[src/rtl/tbp_pkg.sv]
package tbp_pkg;
  typedef logic [1:0] ctr2_t;

  localparam ctr2_t CTR_WEAK_LOW = 2'd1;

  function automatic ctr2_t sat_step(input ctr2_t c, input logic up);
    if (up) return (c == 2'd3) ? c : c + 2'd1;
    else    return (c == 2'd0) ? c : c - 2'd1;
  endfunction
endpackage

[src/rtl/ctr_table.sv]
module ctr_table
  import tbp_pkg::*;
#(
  parameter int    IDX_W = 6,
  parameter ctr2_t INIT  = CTR_WEAK_LOW
) (
  input  logic             clk,
  input  logic             clr,
  input  logic [IDX_W-1:0] rd_idx,
  output ctr2_t            rd_val,
  input  logic             wr_en,
  input  logic [IDX_W-1:0] wr_idx,
  input  logic             wr_up
);
  localparam int DEPTH = 1 << IDX_W;

  ctr2_t mem [DEPTH];

  always_ff @(posedge clk) begin
    if (clr) begin
      for (int i = 0; i < DEPTH; i++) mem[i] <= INIT;
    end else if (wr_en) begin
      mem[wr_idx] <= sat_step(mem[wr_idx], wr_up);
    end
  end

  assign rd_val = mem[rd_idx];

  // counter at top stays at top when pushed up
  p_sat_top_r8: assert property (@(posedge clk) disable iff (clr)
    (wr_en && wr_up && mem[wr_idx] == 2'd3) |=> mem[$past(wr_idx)] == 2'd3);

  // counter at bottom stays at bottom when pushed down
  p_sat_bot_r8: assert property (@(posedge clk) disable iff (clr)
    (wr_en && !wr_up && mem[wr_idx] == 2'd0) |=> mem[$past(wr_idx)] == 2'd0);

  // with no write, an entry keeps its value
  p_hold_r5: assert property (@(posedge clk) disable iff (clr)
    !wr_en |=> mem[$past(rd_idx)] == $past(rd_val));

  // clear puts the start value in every entry
  p_clear_r7: assert property (@(posedge clk)
    clr |=> (mem[0] == INIT && mem[DEPTH-1] == INIT));
endmodule

[src/rtl/hist_reg.sv]
module hist_reg #(
  parameter int W = 6
) (
  input  logic         clk,
  input  logic         clr,
  input  logic         shift_en,
  input  logic         bit_in,
  output logic [W-1:0] hist
);
  always_ff @(posedge clk) begin
    if (clr)           hist <= '0;
    else if (shift_en) hist <= {hist[W-2:0], bit_in};
  end

  // newest outcome lands at bit 0, older bits move up
  p_shift_r4: assert property (@(posedge clk) disable iff (clr)
    shift_en |=> (hist[0] == $past(bit_in) && hist[W-1:1] == $past(hist[W-2:0])));

  // history only changes on a resolve
  p_hold_r4: assert property (@(posedge clk) disable iff (clr)
    !shift_en |=> $stable(hist));

  // clear empties the history
  p_clear_r7: assert property (@(posedge clk) clr |=> hist == '0);
endmodule

[src/rtl/tourney_bp.sv]
module tourney_bp
  import tbp_pkg::*;
#(
  parameter int PC_W      = 16,
  parameter int BIM_IDX_W = 6,
  parameter int HIST_W    = 6,
  parameter int SEL_IDX_W = 6
) (
  input  logic            clk,
  input  logic            rst,
  input  logic            flush,
  input  logic [PC_W-1:0] lk_pc,
  input  logic            rs_valid,
  input  logic [PC_W-1:0] rs_pc,
  input  logic            rs_taken,
  input  logic            rs_bim_pred,
  input  logic            rs_glob_pred,
  output logic            pred_taken,
  output logic            pred_use_glob,
  output logic            pred_bim,
  output logic            pred_glob
);
  logic              clr;
  logic [HIST_W-1:0] ghist;
  ctr2_t             bim_rd, glob_rd, sel_rd;
  logic              sel_wr_en, sel_wr_up;

  assign clr       = rst | flush;
  assign sel_wr_en = rs_valid && (rs_bim_pred != rs_glob_pred);
  assign sel_wr_up = (rs_glob_pred == rs_taken);

  ctr_table #(.IDX_W(BIM_IDX_W), .INIT(CTR_WEAK_LOW)) u_bim (
    .clk(clk), .clr(clr),
    .rd_idx(lk_pc[BIM_IDX_W-1:0]), .rd_val(bim_rd),
    .wr_en(rs_valid), .wr_idx(rs_pc[BIM_IDX_W-1:0]), .wr_up(rs_taken)
  );

  ctr_table #(.IDX_W(HIST_W), .INIT(CTR_WEAK_LOW)) u_glob (
    .clk(clk), .clr(clr),
    .rd_idx(ghist), .rd_val(glob_rd),
    .wr_en(rs_valid), .wr_idx(ghist), .wr_up(rs_taken)
  );

  ctr_table #(.IDX_W(SEL_IDX_W), .INIT(CTR_WEAK_LOW)) u_sel (
    .clk(clk), .clr(clr),
    .rd_idx(lk_pc[SEL_IDX_W-1:0]), .rd_val(sel_rd),
    .wr_en(sel_wr_en), .wr_idx(rs_pc[SEL_IDX_W-1:0]), .wr_up(sel_wr_up)
  );

  hist_reg #(.W(HIST_W)) u_hist (
    .clk(clk), .clr(clr), .shift_en(rs_valid), .bit_in(rs_taken), .hist(ghist)
  );

  always_ff @(posedge clk) begin
    if (clr) begin
      pred_taken    <= 1'b0;
      pred_use_glob <= 1'b0;
      pred_bim      <= 1'b0;
      pred_glob     <= 1'b0;
    end else begin
      pred_bim      <= bim_rd[1];
      pred_glob     <= glob_rd[1];
      pred_use_glob <= sel_rd[1];
      pred_taken    <= sel_rd[1] ? glob_rd[1] : bim_rd[1];
    end
  end

  // final direction follows the chosen component
  p_final_sel_r6: assert property (@(posedge clk) disable iff (rst)
    pred_taken == (pred_use_glob ? pred_glob : pred_bim));

  // flush returns the outputs to the start state
  p_flush_out_r7: assert property (@(posedge clk)
    flush |=> (!pred_taken && !pred_use_glob && !pred_bim && !pred_glob));
endmodule

[config.mk]
export PLATFORM = sky130hd
export DESIGN_NAME = tourney_bp
export DESIGN_NICKNAME = d
export VERILOG_FILES = /design/src/rtl/tbp_pkg.sv /design/src/rtl/ctr_table.sv /design/src/rtl/hist_reg.sv /design/src/rtl/tourney_bp.sv
export SDC_FILE = /design/constraint.sdc
export NUM_CORES = 1
export LEC_CHECK = 0
export BUFFER_PORTS_ARGS = -buffer_cell sky130_fd_sc_hd__clkbuf_2
export CORE_ASPECT_RATIO = 1.4
export CORE_UTILIZATION = 40
export DETAILED_ROUTE_END_ITERATION = 10
export HOLD_SLACK_MARGIN = 0.02
export PLACE_DENSITY = 0.63
export REMOVE_ABC_BUFFERS = 1
export SETUP_SLACK_MARGIN = 0.4
export SYNTH_ARGS = -nofsm -noshare
export SYNTH_HDL_FRONTEND = slang
export SYNTH_SLANG_ARGS = --single-unit
[constraint.sdc]
create_clock -name clk -period 3.5 [get_ports clk]
set_input_delay 0 -clock clk [delete_from_list [all_inputs] [get_ports clk]]
set_output_delay 0 -clock clk [all_outputs]
set_load 0.1 [all_outputs]
==> impl_metrics.tcl <==
set metrics [dict create \
    status "complete, no violations" \
    total_power_mw 11.1 \
    p_per_area_nw_per_um2 478 \
    htree_levels 2 \
    start_util 0.405 \
    cp_slowest_stage_delay_ns 0.51 \
    ys.flop_type "edfxtp_1" \
    critPathKind "reg -> reg" \
    synth_compound_area_frac 0.0582 \
    die_h_um 271 \
    finalHoldViolations 0 \
    fin_area_um2 23200 \
    grt_overflow 0 \
    ys_types 56 \
    async_flop_share 0 \
    synthSimpleGateAreaFrac 0.175 \
    antenna_left 0 \
    crit_slowest_cell "mux4_2" \
    vias_per_cell 6.11 \
    multi_input_area_um2 7940 \
    crit_buf_inv 3 \
    placed_area_um2 21600 \
    io_pins 43 \
    dieArea_um2 52700 \
    wl_um 58900 \
    grt_pass1_wl_um 89200 \
    vdd_ir_drop_max_mv 0.352 \
    yosys_warnings 0 \
    antennaDiodeCount 0 \
    firstDrtPassIters 7 \
    dp_hpwl_um 38600 \
    max_freq_ghz 0.328 \
    area_growth_pct 12.2 \
    cap_viol_max_count 0 \
    setup.worst_path.start_class "register" \
    rsz0062_at_grt "true" \
    num_rows 98 \
    period_needed_ns 3.05 \
    antenna_found_initial 1 \
    cts_max_path_buffers 3 \
    syn_area_um2 20700 \
    clk_pin_slew_ns 0.07 \
    syn_area_per_cell_um2 11.6 \
    top_regs "u_bim.mem (128), u_glob.mem (128), u_sel.mem (128)" \
    crit_family "multiplexers" \
    crit_fanout 22 \
    io_buffers 22 \
    fin_crit_sh 0.872 \
    synth_top_family_by_area "simple AND/OR/NAND/NOR gates" \
    synth_edf_count 384 \
    path_common_cell "buf_12" \
    drt_iter0_drc 1745 \
    drive_above_1_share 0.183 \
    ys_ff_latch 400 \
    relSlewSlack 0.222 \
    cts_tree "done" \
    cts_buffers 43 \
    first_global_vias 14870 \
    post-place-ws_ns 0.156 \
    arrival_ns 3.49 \
    layout_setup_ws_ns 0.447 \
    gp_congestion 0.882 \
    seqCellArea_um2 11900 \
    core-area_um2 51100 \
    ys_top_cells_by_count "384 x edfxtp_1, 290 x nand2_1, 193 x nor2_1, 123 x clkbuf_1, 112 x o21ai_0" \
    ctsRootBufferMaster "clkbuf_16" \
    muxShareOfSynthArea 0.142 \
    worstSkewPairLatency_ns 0.58 \
    routedWlPerCell_um 24.2 \
    p_leak_nw 7.04 \
    synth.most_common_cell "edfxtp_1" \
    min_from "rs_pc[3]" \
    synthAdderAreaFrac 0.00302 \
    tightest_slew_ns 1.17 \
    cts_sinks 400 \
    num_vias 14863 \
    grt_max_degree 75 \
    fp.dieW_um 194 \
    finalClockSkew_ns 0.0346 \
    hp-class "in -> reg" \
    drcViolationCount 0 \
    endpoint_kind "register" \
    worstPathCellList "buf_12 -> mux4_2 -> mux4_2 -> and3b_1 -> or4_1 -> maj3_2 -> buf_12 -> buf_12 -> nand2_1" \
    groute.usage.overall 0.223 \
    seq_area_frac_synth 0.573 \
    nets 1790 \
    cp.required_ns 3.93 \
    setup_viol_count_final 0 \
    drv_slew 0 \
    netlist_instances 1778 \
    synth-xor-area-share 0.00127 \
    synth_top_cell_by_area "edfxtp_1" \
    synth_area_leaders "edfxtp_1 56%, mux4_2 11%, nand2_1 5.3%" \
    fillers 4686 \
    synth_top_area_share 0.557 \
]
-- cells by family after synthesis --
family,count (synthesis)
flops,400
compound gates,199
buf+inv,208
xor+xnor,3
fa+ha+maj,6
mux,163
simple gates,799
-- layout make-up --
class | count | share of cell area
Clock inverter | 26 | 0.0100
Timing Repair Buffer | 132 | 0.0532
Multi-Input combinational cell | 1170 | 0.342
Clock buffer | 51 | 0.0481
Tap cell | 650 | 0.0350
Inverter | 4 | 0.000647
Sequential cell | 400 | 0.511
-- final timing paths --
check	to	slack (ns)	cells after the start
setup / recovery	u_glob.mem[7][0]	0.45	9
hold / removal	u_bim.mem[29][0]	0.12	4
setup reg to reg	u_glob.mem[7][0]	0.45	9
hold reg to reg	register	0.65	2
-- placed cells by master, fill, tap and decap left out, types with 10 or more instances in the layout --
master	synthesis	layout
dfxtp_1	16	14
buf_12	0	16
clkbuf_2	0	19
clkbuf_16	0	46
nand2_1	290	290
a22oi_1	20	20
nor2b_1	10	10
edfxtp_1	384	384
mux2i_1	50	50
nand3b_1	10	10
nand4_1	46	46
mux4_2	104	104
o21ai_0	112	112
nand3_1	82	82
a21oi_1	13	13
nor3_1	107	106
buf_4	24	82
nor2_1	193	192
nand2b_1	17	17
-- power breakdown --
group          switching (mW)  internal, mW  leakage (nW)
clock                    1.93          2.57         0.665
sequential             0.0561          5.33          3.70
combinational           0.802         0.397          2.67
total                    2.79          8.30          7.04
-- metal layers --
metal | vias to the layer above | share of wire | track usage
met2 | 735 | 0.52 | 0.390
li1 | 6593 | - | -
met1 | 7374 | 0.36 | 0.264
met4 | 0 | 0.052 | 0.120
met5 | - | 0 | 0
met3 | 161 | 0.073 | 0.0343
-- what timing repair did --
action	in CTS	in global routing
hold buffers	7	0
pin swaps	0	3
endpoints found under the hold margin	15	0
setup buffers	2	2
gates resized for setup	6	10
setup endpoints to repair	128	113
cloned	0	3
-- through the flow --
step,setup TNS (ns),util,hold WS (ns),std cells
after floorplan,-2937.02,-,0.174,1574
after global placement,0,0.423,0.437,2342
after detailed placement,0,0.423,0.435,2342
after CTS,0,0.451,0.0782,2428
after global routing,0,0.454,0.122,2433
final,0,0.454,0.116,2433
-- tightest hold or removal path: stages --
cell and delay, ns:
clkbuf_2 0.16, nand3b_1 0.21, nor3_1 0.12, nand2_1 0.08
(Power assumes the default switching activity.)
